`config.mk`:
```
export PLATFORM = sky130hd
export DESIGN_NAME = dram_cycle_classifier
export DESIGN_NICKNAME = d
export VERILOG_FILES = /design/src/rtl/dcc_pkg.sv /design/src/rtl/dcc_sync.sv /design/src/rtl/dcc_edge.sv /design/src/rtl/dcc_fsm.sv /design/src/rtl/dram_cycle_classifier.sv
export SDC_FILE = /design/constraint.sdc
export NUM_CORES = 1
export LEC_CHECK = 0
export ABC_AREA = 1
export ABC_CLOCK_PERIOD_IN_PS = 1400
export CAP_MARGIN = 20
export CORE_MARGIN = 2
export CORE_UTILIZATION = 43
export CTS_CLUSTER_SIZE = 12
export DETAILED_ROUTE_END_ITERATION = 16
export HOLD_SLACK_MARGIN = 0.02
export PLACE_DENSITY = 0.68
export SETUP_SLACK_MARGIN = 0.5
export SLEW_MARGIN = 20
export SYNTH_ARGS = -nofsm -noshare
export SYNTH_HDL_FRONTEND = slang
export SYNTH_SLANG_ARGS = --single-unit
```
`constraint.sdc`:
```
create_clock -name clk -period 1.4 [get_ports clk]
set_clock_uncertainty 0.15 [all_clocks]
set_input_delay 0.21 -clock clk [delete_from_list [all_inputs] [get_ports clk]]
set_output_delay 0.21 -clock clk [all_outputs]
set_load 0.05 [all_outputs]
```
`src/rtl/dcc_pkg.sv`:
```
package dcc_pkg;
  typedef enum logic [2:0] {
    CYC_IDLE   = 3'd0,
    CYC_READ   = 3'd1,
    CYC_EWRITE = 3'd2,
    CYC_LWRITE = 3'd3,
    CYC_RMW    = 3'd4,
    CYC_CBR    = 3'd5,
    CYC_RONLY  = 3'd6,
    CYC_TEST   = 3'd7
  } cyc_e;
endpackage

```
`src/rtl/dcc_sync.sv`:
```
module dcc_sync #(
  parameter int          W       = 1,
  parameter int          STAGES  = 2,
  parameter logic [W-1:0] RST_VAL = '0
) (
  input  logic         clk,
  input  logic         rst_n,
  input  logic [W-1:0] d,
  output logic [W-1:0] q
);
  logic [STAGES-1:0][W-1:0] stg;

  always_ff @(posedge clk or negedge rst_n) begin
    if (!rst_n) begin
      for (int i = 0; i < STAGES; i++) stg[i] <= RST_VAL;
    end else begin
      stg[0] <= d;
      for (int i = 1; i < STAGES; i++) stg[i] <= stg[i-1];
    end
  end

  assign q = stg[STAGES-1];
endmodule

```
`src/rtl/dcc_edge.sv`:
```
module dcc_edge #(
  parameter int W = 1
) (
  input  logic         clk,
  input  logic         rst_n,
  input  logic [W-1:0] lvl,
  output logic [W-1:0] prev,
  output logic [W-1:0] on,
  output logic [W-1:0] off
);
  always_ff @(posedge clk or negedge rst_n) begin
    if (!rst_n) prev <= '0;
    else        prev <= lvl;
  end

  assign on  = lvl & ~prev;
  assign off = ~lvl & prev;
endmodule

```
`src/rtl/dcc_fsm.sv`:
```
module dcc_fsm
  import dcc_pkg::*;
#(
  parameter int ACC_CYC = 3,
  parameter int PCNT_W  = 4
) (
  input  logic              clk,
  input  logic              rst_n,
  input  logic              ras_act,
  input  logic              ras_on,
  input  logic              ras_off,
  input  logic              cas_any,
  input  logic              cas_prev,
  input  logic              cas_on,
  input  logic              we_act,
  input  logic              we_on,
  input  logic              oe_act,
  output cyc_e              code,
  output logic              test_mode,
  output logic [PCNT_W-1:0] page_cnt,
  output logic              hidden,
  output logic              undef
);
  localparam int          CW    = $clog2(ACC_CYC + 1);
  localparam logic [CW-1:0] CSAT = CW'(ACC_CYC);
  localparam logic [PCNT_W-1:0] PMAX = '1;

  logic          refc;
  logic          acc;
  logic          hold;
  logic [CW-1:0] cnt;

  always_ff @(posedge clk or negedge rst_n) begin
    if (!rst_n) begin
      code      <= CYC_IDLE;
      test_mode <= 1'b0;
      page_cnt  <= '0;
      hidden    <= 1'b0;
      undef     <= 1'b0;
      refc      <= 1'b0;
      acc       <= 1'b0;
      hold      <= 1'b0;
      cnt       <= '0;
    end else begin
      if (!cas_any)                        hold <= 1'b0;
      else if (cas_on && ras_act && !refc) hold <= 1'b1;

      if (ras_on) begin
        page_cnt <= '0;
        undef    <= 1'b0;
        acc      <= 1'b0;
        cnt      <= '0;
        if (cas_prev) begin
          refc   <= 1'b1;
          hidden <= hold;
          if (we_act) begin
            code      <= CYC_TEST;
            test_mode <= 1'b1;
          end else begin
            code      <= CYC_CBR;
            test_mode <= 1'b0;
          end
        end else begin
          refc   <= 1'b0;
          hidden <= 1'b0;
          code   <= CYC_IDLE;
        end
      end else if (ras_act && !refc) begin
        if (cas_on) begin
          if (acc && page_cnt != PMAX) page_cnt <= page_cnt + PCNT_W'(1);
          acc   <= 1'b1;
          cnt   <= '0;
          undef <= 1'b0;
          code  <= we_act ? CYC_EWRITE : CYC_READ;
        end else begin
          if (cas_any && cnt != CSAT) cnt <= cnt + CW'(1);
          if (we_on && cas_any && acc && code == CYC_READ) begin
            if (!oe_act) begin
              code <= CYC_LWRITE;
            end else if (cnt == CSAT) begin
              code <= CYC_RMW;
            end else begin
              code  <= CYC_LWRITE;
              undef <= 1'b1;
            end
          end
        end
      end else if (ras_off && !refc && !acc) begin
        code      <= CYC_RONLY;
        test_mode <= 1'b0;
      end
    end
  end

  // test mode is only entered by a test-entry cycle
  a_r3_test_entry: assert property (@(posedge clk) disable iff (!rst_n)
    $rose(test_mode) |-> code == CYC_TEST);

  // row-only code appears only after a row-strobe release
  a_r4_ronly_on_release: assert property (@(posedge clk) disable iff (!rst_n)
    (code == CYC_RONLY && !$stable(code)) |-> $past(ras_off));

  // page counter either clears or steps by one
  a_r8_page_step: assert property (@(posedge clk) disable iff (!rst_n)
    !$stable(page_cnt) |-> (page_cnt == '0 || page_cnt == PCNT_W'($past(page_cnt) + PCNT_W'(1))));

  // hidden refresh only on a refresh-type code
  a_r9_hidden_refresh: assert property (@(posedge clk) disable iff (!rst_n)
    hidden |-> (code == CYC_CBR || code == CYC_TEST));

  // undefined-output warning only on a late write
  a_r7_undef_late: assert property (@(posedge clk) disable iff (!rst_n)
    undef |-> code == CYC_LWRITE);
endmodule

```
`src/rtl/dram_cycle_classifier.sv`:
```
module dram_cycle_classifier
  import dcc_pkg::*;
#(
  parameter int NCAS        = 4,
  parameter int SYNC_STAGES = 2,
  parameter int ACC_CYC     = 3,
  parameter int PCNT_W      = 4
) (
  input  logic              clk,
  input  logic              rst_n,
  input  logic              ras_n,
  input  logic [NCAS-1:0]   cas_n,
  input  logic              we_n,
  input  logic              oe_n,
  output logic [2:0]        cycle_code,
  output logic              test_mode,
  output logic [PCNT_W-1:0] page_count,
  output logic              hidden_ref,
  output logic              out_undef
);
  localparam int NSIG = NCAS + 3;
  localparam int EW   = 3;

  logic [NSIG-1:0] pins_raw, pins_s;
  logic            ras_a, cas_a, we_a, oe_a;
  logic [EW-1:0]   lvl, prv, on, off;
  cyc_e            code;

  assign pins_raw = {oe_n, we_n, cas_n, ras_n};

  dcc_sync #(.W(NSIG), .STAGES(SYNC_STAGES), .RST_VAL({NSIG{1'b1}})) u_sync (
    .clk(clk), .rst_n(rst_n), .d(pins_raw), .q(pins_s)
  );

  assign ras_a = ~pins_s[0];
  assign cas_a = ~&pins_s[NCAS:1];
  assign we_a  = ~pins_s[NCAS+1];
  assign oe_a  = ~pins_s[NCAS+2];

  assign lvl = {we_a, cas_a, ras_a};

  dcc_edge #(.W(EW)) u_edge (
    .clk(clk), .rst_n(rst_n), .lvl(lvl), .prev(prv), .on(on), .off(off)
  );

  dcc_fsm #(.ACC_CYC(ACC_CYC), .PCNT_W(PCNT_W)) u_fsm (
    .clk(clk), .rst_n(rst_n),
    .ras_act(ras_a), .ras_on(on[0]), .ras_off(off[0]),
    .cas_any(cas_a), .cas_prev(prv[1]), .cas_on(on[1]),
    .we_act(we_a), .we_on(on[2]), .oe_act(oe_a),
    .code(code), .test_mode(test_mode), .page_cnt(page_count),
    .hidden(hidden_ref), .undef(out_undef)
  );

  assign cycle_code = code;
endmodule

```
* Word-level counts from Yosys, hierarchy flattened
Index checks and enable logic that the tools add are counted.
** Cells by class
- Mux-type cells :: 36
- Equality and inequality tests :: 9
- Magnitude comparators :: 0
- Multiply operators :: 0
- Divide/modulo/power cells :: 0
- Bitwise operators :: 6
- Reduce and logical (&&, ||, !) cells :: 28
- Shift-type cells :: 0
- $add $sub $neg :: 2
** Operators by type and width (count)
- 3-bit 2-to-1 mux :: 8
- 1-bit 2-to-1 mux :: 18
- 4-bit 2-to-1 mux :: 4
- 2-bit 2-to-1 mux :: 6
- 1-bit logical AND :: 10
- 2-bit nonzero test :: 5
- 3-bit nonzero test :: 3
- 4-bit != test, second input constant :: 2
- 4-bit AND reduction :: 2
- 3-bit != test, second input constant :: 2
- 2-bit AND reduction :: 3
- 3-bit AND reduction :: 2
- 4-bit by 1-bit adder with 4-bit output, second input constant :: 1
- 2-bit != test, second input constant :: 2
- 3-bit AND :: 1
- 3-bit by 1-bit equality test with 1-bit output, second input constant :: 1
- 1-bit zero test :: 3
- 1-bit NOT :: 3
- 3-bit NOT :: 1
- 2-bit by 1-bit adder with 2-bit output, second input constant :: 1
- 2-bit equality test, second input constant :: 1
- 2-bit by 1-bit != test with 1-bit output, second input constant :: 1
- 1-bit AND :: 1
** Storage, ports and cells
- Bits in registers :: 32
- Latch bits :: 0
- Word-level logic and storage cells :: 93
- Bits in writable memories :: 0
- Output and inout port bits :: 10
- Bits of input ports :: 9
- ROM bits :: 0
- Memories :: 0

* Depth between registers and ports, before layout
Gate-level depths: netlist (run 1).
- Depth after elaboration :: 10
- Depth in mapped cells :: 10
- Mapped depth without buffers :: 10

* By module
Synthesis (run 1) repeated with hierarchy kept, for this count alone.
** Second synthesis, totals
- Cell total of the unflattened synthesis :: 150
- Area, all modules :: 1385.1 um^2
** By module, submodules not included
- dcc_fsm :: cells an instance 106, area each 814.5 um^2, times used 1, seq. area each 375.4 um^2
- dcc_sync :: cells an instance 21, area each 420.4 um^2, times used 1, seq. area each 367.9 um^2
- dcc_edge :: cells an instance 15, area each 120.1 um^2, times used 1, seq. area each 75.1 um^2
- dram_cycle_classifier :: cells an instance 8, area each 30.0 um^2, times used 1, seq. area each 0.0 um^2

* Least setup slack after synthesis (run 1)
Ideal clock, no wire load.
- Path type :: register -> register
- Start :: register u_fsm.page_cnt[1]
- End :: register u_fsm.page_cnt[3]
- Path buffers :: 0
- Stages on the path, launching flop included :: 9
- Required time :: 1128 ps
- Setup time :: 122 ps
- Setup slack :: -414 ps
- Arrival time :: 1542 ps
- Path through :: dfrtp_1 -> ha_1 -> nand2_1 -> o21ai_1 -> inv_1 -> nor2_1 -> nor2_4 -> nand2_1 -> o21ai_1
** Between the ends
- Cells in the longest elaborated chain, start to end :: 5
** RTL lines
- from (decl) :: RTL line dcc_fsm.sv:20 : output logic [PCNT_W-1:0] page_cnt,
- from (signal assigned) :: RTL line dcc_fsm.sv:70 : if (acc && page_cnt != PMAX) page_cnt <= page_cnt + PCNT_W'(1);
- 4-bit by 1-bit adder with 4-bit output :: RTL line dcc_fsm.sv:70
- 4-bit 2-to-1 mux :: RTL line dcc_fsm.sv:70
- 4-bit 2-to-1 mux :: RTL line dcc_fsm.sv:69 : if (cas_on) begin
- 4-bit 2-to-1 mux :: RTL line dcc_fsm.sv:68 : end else if (ras_act && !refc) begin
- 4-bit 2-to-1 mux :: RTL line dcc_fsm.sv:48 : if (ras_on) begin
Several ways; a longest one is shown, not always the timed one. The select of a mux whose other input is x is not followed.
A chain may end at the register's enable or synchronous reset.

* Worst setup path in the final report (run 1)
- Start :: register u_sync.stg, in the netlist u_sync.q[2]
- End :: register u_fsm.hold
** Between the ends
- Cells in the longest elaborated chain, start to end :: 6
** RTL lines
- from (decl) :: RTL line dcc_sync.sv:11 : logic [STAGES-1:0][W-1:0] stg;
- 4-bit AND reduction * :: RTL line dram_cycle_classifier.sv:36 : assign cas_a = ~&pins_s[NCAS:1];
- 1-bit zero test :: RTL line dram_cycle_classifier.sv:36
- 3-bit AND :: RTL line dcc_edge.sv:16 : assign on = lvl & ~prev;
- 1-bit logical AND (2 in a row) :: RTL line dcc_fsm.sv:46 : else if (cas_on && ras_act && !refc) hold <= 1'b1;
- 2-bit nonzero test (no source line)
- to (signal assigned) :: RTL line dcc_fsm.sv:42 : hold <= 1'b0;
- to (signal assigned) :: RTL line dcc_fsm.sv:45 : if (!cas_any) hold <= 1'b0;
- to (signal assigned) :: RTL line dcc_fsm.sv:46
- to (decl) :: RTL line dcc_fsm.sv:30 : logic hold;
Every way passes the cells marked *; elsewhere a longest branch is shown, timed or not.

==> impl_metrics.env, run 1 <==
export IMPL_grt_max_degree=33
export IMPL_fin_crit_sh=1.085
export IMPL_grt_overflow=0
export IMPL_slew_headroom=0.7524
export IMPL_grt_usage=0.2111
export IMPL_path_class="reg -> reg"
export IMPL_max_slew_worst_pin_slew_ns=0.3685
export IMPL_hold_buffers=0
export IMPL_netlist_instances=135
export IMPL_syn_nets=146
export IMPL_ys_seq_area_frac=0.6158
export IMPL_status="finished with violations"
export IMPL_dp_slack_ns=-0.1306
export IMPL_violations="setup timing"
export IMPL_vias=1118
export IMPL_portBuffers=18
export IMPL_clk_latency_ns=0.32
export IMPL_hold_violations=0
export IMPL_dieArea_um2=3551
export IMPL_finalWirelength_um=3045
export IMPL_synth_flop_cell="dfrtp_1"
export IMPL_slew_viol_final=0
export IMPL_startpoint_type="flip-flop"
export IMPL_vdd_ir_drop_max_uv=725.7
export IMPL_rsz0062_at_grt="yes"
export IMPL_drc=0
export IMPL_synth_edff_count=0
export IMPL_die_h_um=59.59
export IMPL_worst_slack_ns=-0.1184
export IMPL_path_clk_slew_ns=0.10
export IMPL_max_cap_viol_count=0
export IMPL_setup_tns_final_ns=-0.7411
export IMPL_cts_root_buffer="clkbuf_4"
export IMPL_cts_sinks=32
export IMPL_hold_path_class="in -> async"
export IMPL_fin_util=0.7121
export IMPL_gp_congestion=0.8714
export IMPL_max_clock_path_buffers=2
export IMPL_async_flop_share=1.000
export IMPL_detail_route_vias_per_cell=5.082
export IMPL_synth_seq_cells=32
export IMPL_min_period_ns=1.518
export IMPL_drt_first_pass_iters=4
export IMPL_fmax_ghz=0.6586
export IMPL_antenna_found_initial=0
export IMPL_area_delta_synth_final_pct=60.92
export IMPL_p_leak_nw=1.002
export IMPL_coreArea_um2=3003
export IMPL_crit_fanout=3
export IMPL_ys_warn_count=0
export IMPL_start_util=0.4425
export IMPL_diodes=0
export IMPL_cp_data_arrival_time_ns=1.58
export IMPL_hpwl_um=2063
export IMPL_cts_buffers=5
export IMPL_die_width_um=59.59
export IMPL_power_density_nw_per_um2=1187
export IMPL_dr_first_iter_drc_count=23
export IMPL_final_common_cell="nand2_1"
export IMPL_final_cell_mix="nand2_1 (24), buf_4 (20), dfstp_2 (14)"
export IMPL_critPathCaptureType="flip-flop"
export IMPL_ys_types=20
export IMPL_syn_cell_area_um2=1329
export IMPL_hold_slack_ns=0.07958
export IMPL_cts_tree="built"
export IMPL_setup_viol=11
export IMPL_htreeDepth=2
export IMPL_syn_avg_cell_area_um2=9.843
export IMPL_drive_above_1_share=0.5775
export IMPL_num_rows=20
export IMPL_first_global_vias=1214
export IMPL_avgRoutedWirePerCell_um=13.84
export IMPL_worstPathRequired_ns=1.46
export IMPL_grt_pass1_wl_um=5306
export IMPL_nets=197
export IMPL_ant_nets=0
export IMPL_pin_count=19
## cells by family (layout without fill, tap and decap cells)
kind of cell | count (synthesis) | after routing | share of synthesized area
AND/OR/NAND/NOR | 71 | 71 | 0.2580
flip-flops | 32 | 32 | 0.6158
buffers and inverters | 16 | 68 | 0.04896
AO/OA/AOI/OAI | 13 | 13 | 0.05178
adder cells (fa/ha/maj) | 2 | 2 | 0.01883
XOR/XNOR | 1 | 1 | 0.006593
## worst max-delay path: stages (launching register included)
cell and delay, ns:
dfstp_2 0.55, nand2_4 0.07, nor2_4 0.12, buf_4 0.11
buf_4 0.09, buf_4 0.09, buf_4 0.09, buf_4 0.09
o21ai_1 0.05
## routing by layer
metal  up-vias  track usage  wire length (µm)
li1        533            -                 -
met1       549       0.2238              1128
met2        22       0.3658              1700
met3        14      0.09389               111
met4         0      0.08254               104
met5         -            0                 0
## metrics by stage
| step | instance area [µm²] | instances | power [W] |
|---|---|---|---|
| after floorplan | 1393 | 135 | 0.001464 |
| after global placement | 1829 | 198 | 0.001776 |
| after detailed placement | 1829 | 198 | 0.001805 |
| after CTS | 2083 | 218 | 0.002526 |
| after global routing | 2138 | 220 | 0.002685 |
| final | 2138 | 220 | 0.002539 |
## path summary, 6_finish.rpt
check	depth (start not counted)	endpoint	from	slack [ns]
max	8	u_fsm.hold$_DFFE_PN0P_	u_sync.q[2]$_DFF_PN1_	-0.12
min	2	u_fsm.page_cnt[0]$_DFFE_PN0P_	rst_n	0.08
max reg2reg	8	u_fsm.hold$_DFFE_PN0P_	u_sync.q[2]$_DFF_PN1_	-0.12
min reg2reg	0	u_sync.q[2]$_DFF_PN1_	u_sync.stg[2]$_DFF_PN1_	0.21
max in group asynchronous	2	u_sync.q[3]$_DFF_PN1_	rst_n	0.77
min in group clk	1	u_sync.stg[5]$_DFF_PN1_	we_n	0.13
## report_power, final
| group | leakage [nW] | switching, W | internal, W |
|---|---|---|---|
| Sequential | 0.361 | 0.0000894 | 0.00105 |
| Combinational | 0.598 | 0.000389 | 0.000346 |
| Clock | 0.0422 | 0.000294 | 0.000374 |
## repair_timing
item,4_1_cts,5_1_grt
setup endpoints to repair,27,28
buffers inserted,12,2
resized for setup,21,11
hold endpoints to repair,0,0
cloned,0,0
pin swaps,14,14
## state kept, by name (all words and copies together), names as in the netlist
name and cells:
u_fsm.test_mode 1, u_fsm.hidden 1, u_edge.prev 3, u_fsm.acc 1, u_fsm.page_cnt 4, u_sync.q 7, u_fsm.hold 1, u_fsm.code 3
u_sync.stg 7, u_fsm.cnt 2, u_fsm.undef 1, u_fsm.refc 1
## area by class of cell
| cell class | count | area, µm² |
|---|---|---|
| fill | 215 | 864.6 |
| sequential | 32 | 829.5 |
| multi-input combinational | 87 | 610.6 |
| timing repair buffer | 44 | 515.5 |
| inverter | 16 | 65.06 |
| clock buffer | 6 | 41.29 |
| tap | 33 | 41.29 |
| clock inverter | 2 | 35.03 |
## Yosys cell counts, types with 3 or more instances
cell type   n  share of area
nor2_1     10          0.028
o21ai_0     3          0.011
nand4_1     3          0.014
nand2_1    35          0.099
o21ai_1     7          0.026
nor2_4      3          0.025
inv_1      14          0.040
nand3_1    12          0.045
dfstp_2    14           0.28
dfrtp_1    18           0.34
No activity file was read; power rests on OpenSTA's default activity.
==> run 2, diff against run 1 <==
CORE_MARGIN = 1.5   (was 2)
==> impl_metrics.env, run 2 (synthesis results as in run 1) <==
export IMPL_max_slew_worst_pin_slew_ns=0.3076
export IMPL_finalWirelength_um=2928
export IMPL_power_frac_comb=0.279
export IMPL_die_h_um=58.59
export IMPL_dr_first_iter_drc_count=14
export IMPL_final_common_cell="nand2_1"
export IMPL_hpwl_um=1906
export IMPL_drt_first_pass_iters=4
export IMPL_final_cell_count_no_fill=214
export IMPL_cts_buffers=5
export IMPL_fmax_ghz=0.6727
export IMPL_cts_tree="built"
export IMPL_diodes=0
export IMPL_status="finished with violations"
export IMPL_grt_usage=0.1887
export IMPL_power_density_nw_per_um2=1234
export IMPL_grt_overflow=0
export IMPL_min_period_ns=1.486
export IMPL_coreArea_um2=2853
export IMPL_die_width_um=58.59
export IMPL_grt_pass1_wl_um=4726
export IMPL_detail_route_vias_per_cell=5.056
export IMPL_hold_buffers=0
export IMPL_drc=0
export IMPL_crit_fanout=3
export IMPL_p_sw_w=0.0007839
export IMPL_first_global_vias=1111
export IMPL_pin_count=19
export IMPL_hold_slack_ns=0.05435
export IMPL_antenna_found_initial=0
export IMPL_clkPwrFrac=0.275
export IMPL_slew_headroom=0.7944
export IMPL_drive_above_1_share=0.5464
export IMPL_dp_slack_ns=-0.1326
export IMPL_worst_slack_ns=-0.08645
export IMPL_worstPathRequired_ns=1.50
export IMPL_max_clock_path_buffers=2
export IMPL_clk_latency_ns=0.34
export IMPL_nets=193
export IMPL_rsz0062_at_grt="yes"
export IMPL_ant_nets=0
export IMPL_startpoint_type="flip-flop"
export IMPL_path_class="reg -> reg"
export IMPL_netSwitchingFraction=0.3088
export IMPL_seqPwrFrac=0.446
export IMPL_path_clk_slew_ns=0.10
export IMPL_violations="setup timing"
export IMPL_start_util=0.4658
export IMPL_critPathCaptureType="flip-flop"
export IMPL_cp_data_arrival_time_ns=1.59
export IMPL_hold_violations=0
export IMPL_vias=1082
export IMPL_hold_path_class="in -> async"
export IMPL_portBuffers=18
export IMPL_dieArea_um2=3433
export IMPL_max_cap_viol_count=0
export IMPL_avgRoutedWirePerCell_um=13.68
export IMPL_fill_cells=195
export IMPL_p_int_w=0.001755
export IMPL_gp_congestion=0.8713
export IMPL_cts_sinks=32
export IMPL_cts_root_buffer="clkbuf_4"
export IMPL_setup_viol=12
export IMPL_place_inst=195
export IMPL_num_rows=19
export IMPL_p_leak_nw=0.9639
export IMPL_vdd_ir_drop_max_uv=782.8
export IMPL_fin_crit_sh=1.062
export IMPL_final_cell_mix="nand2_1 (27), buf_4 (16), dfstp_2 (14)"
export IMPL_htreeDepth=2
export IMPL_grt_max_degree=33
export IMPL_fin_util=0.7215
export IMPL_slew_viol_final=0
export IMPL_area_delta_synth_final_pct=54.90
-- run 2: changes by cell type in the layout (fill, tap and decap cells not counted), moves of 2 or more --
| cell | change |
|---|---|
| o21ai_2 | +2 |
| nand3_2 | -2 |
| nand2_1 | +3 |
| nand2_2 | -2 |
| nand3_1 | +2 |
| buf_4 | -4 |
-- run 2: final timing paths --
kind                       cells after the start                         to               startpoint  slack (ns)
min in group clk                               1    u_sync.stg[6]$_DFF_PN1_                     oe_n        0.11
setup reg to reg                               9  u_fsm.code[2]$_DFFE_PN0P_    u_sync.q[2]$_DFF_PN1_       -0.09
max in group asynchronous                      2      u_sync.q[1]$_DFF_PN1_                    rst_n        0.80
hold / removal                                 2  u_fsm.code[1]$_DFFE_PN0P_                    rst_n        0.05
setup / recovery                               9  u_fsm.code[2]$_DFFE_PN0P_    u_sync.q[2]$_DFF_PN1_       -0.09
hold reg to reg                                0      u_sync.q[5]$_DFF_PN1_  u_sync.stg[5]$_DFF_PN1_        0.21
-- run 2: layer usage --
metal	up-vias	global-route usage	routed length (µm)
met5	-	0	0
met4	0	0.05844	41
met3	6	0.08791	137
met2	20	0.3162	1606
met1	530	0.2153	1143
li1	526	-	-
-- run 2: timing repair --
item | 4_1_cts | 5_1_grt
setup endpoints to repair | 27 | 27
setup buffers | 4 | 7
pin swaps | 7 | 11
gates cloned | 0 | 0
resized for setup | 11 | 13
-- run 2: area by class of cell --
type	count	area, µm²	share of cell area
repair buffers	40	476.7	0.2316
flip-flops and latches	32	829.5	0.4030
inverters	16	65.06	0.03161
well taps	31	38.79	0.01885
multi-input cells	87	568.0	0.2760
clock buffers	5	37.54	0.01824
clock inverters	3	42.54	0.02067
-- run 2: critical path, stage by stage, from the launching register on --
cell     delay (ns)
dfstp_2        0.55
nand2_4        0.07
nor2_4         0.14
nor2_4         0.05
nor2_4         0.09
nand2_2        0.08
nand2_2        0.07
nand2_2        0.06
nand2_1        0.07
nand2_1        0.05
-- run 2: through the flow --
stage | setup TNS, ns | instance area (µm²) | total power, W
finish | -0.4788 | 2058 | 0.002539
global route | -1.455 | 2058 | 0.002677
CTS | -0.7438 | 1959 | 0.002504
detailed placement | -0.6245 | 1807 | 0.001795
global placement | -0.3505 | 1807 | 0.001772
floorplan | -0.4232 | 1393 | 0.001464
-- run 2: power groups by stage --
stage                     sequential, W  clock [W]  combinational [W]
after global routing            0.00115   0.000758           0.000773
after detailed placement        0.00114          0           0.000651
after floorplan                 0.00125          0           0.000211
after CTS                       0.00113   0.000710           0.000659
after global placement          0.00114          0           0.000632
final                           0.00113   0.000698           0.000708
==> run 3, diff against run 2 <==
CORE_MARGIN = 2   (was 1.5)
==> results of run 3 <==
Final layout, timing and power as in run 1 (identical DEF).
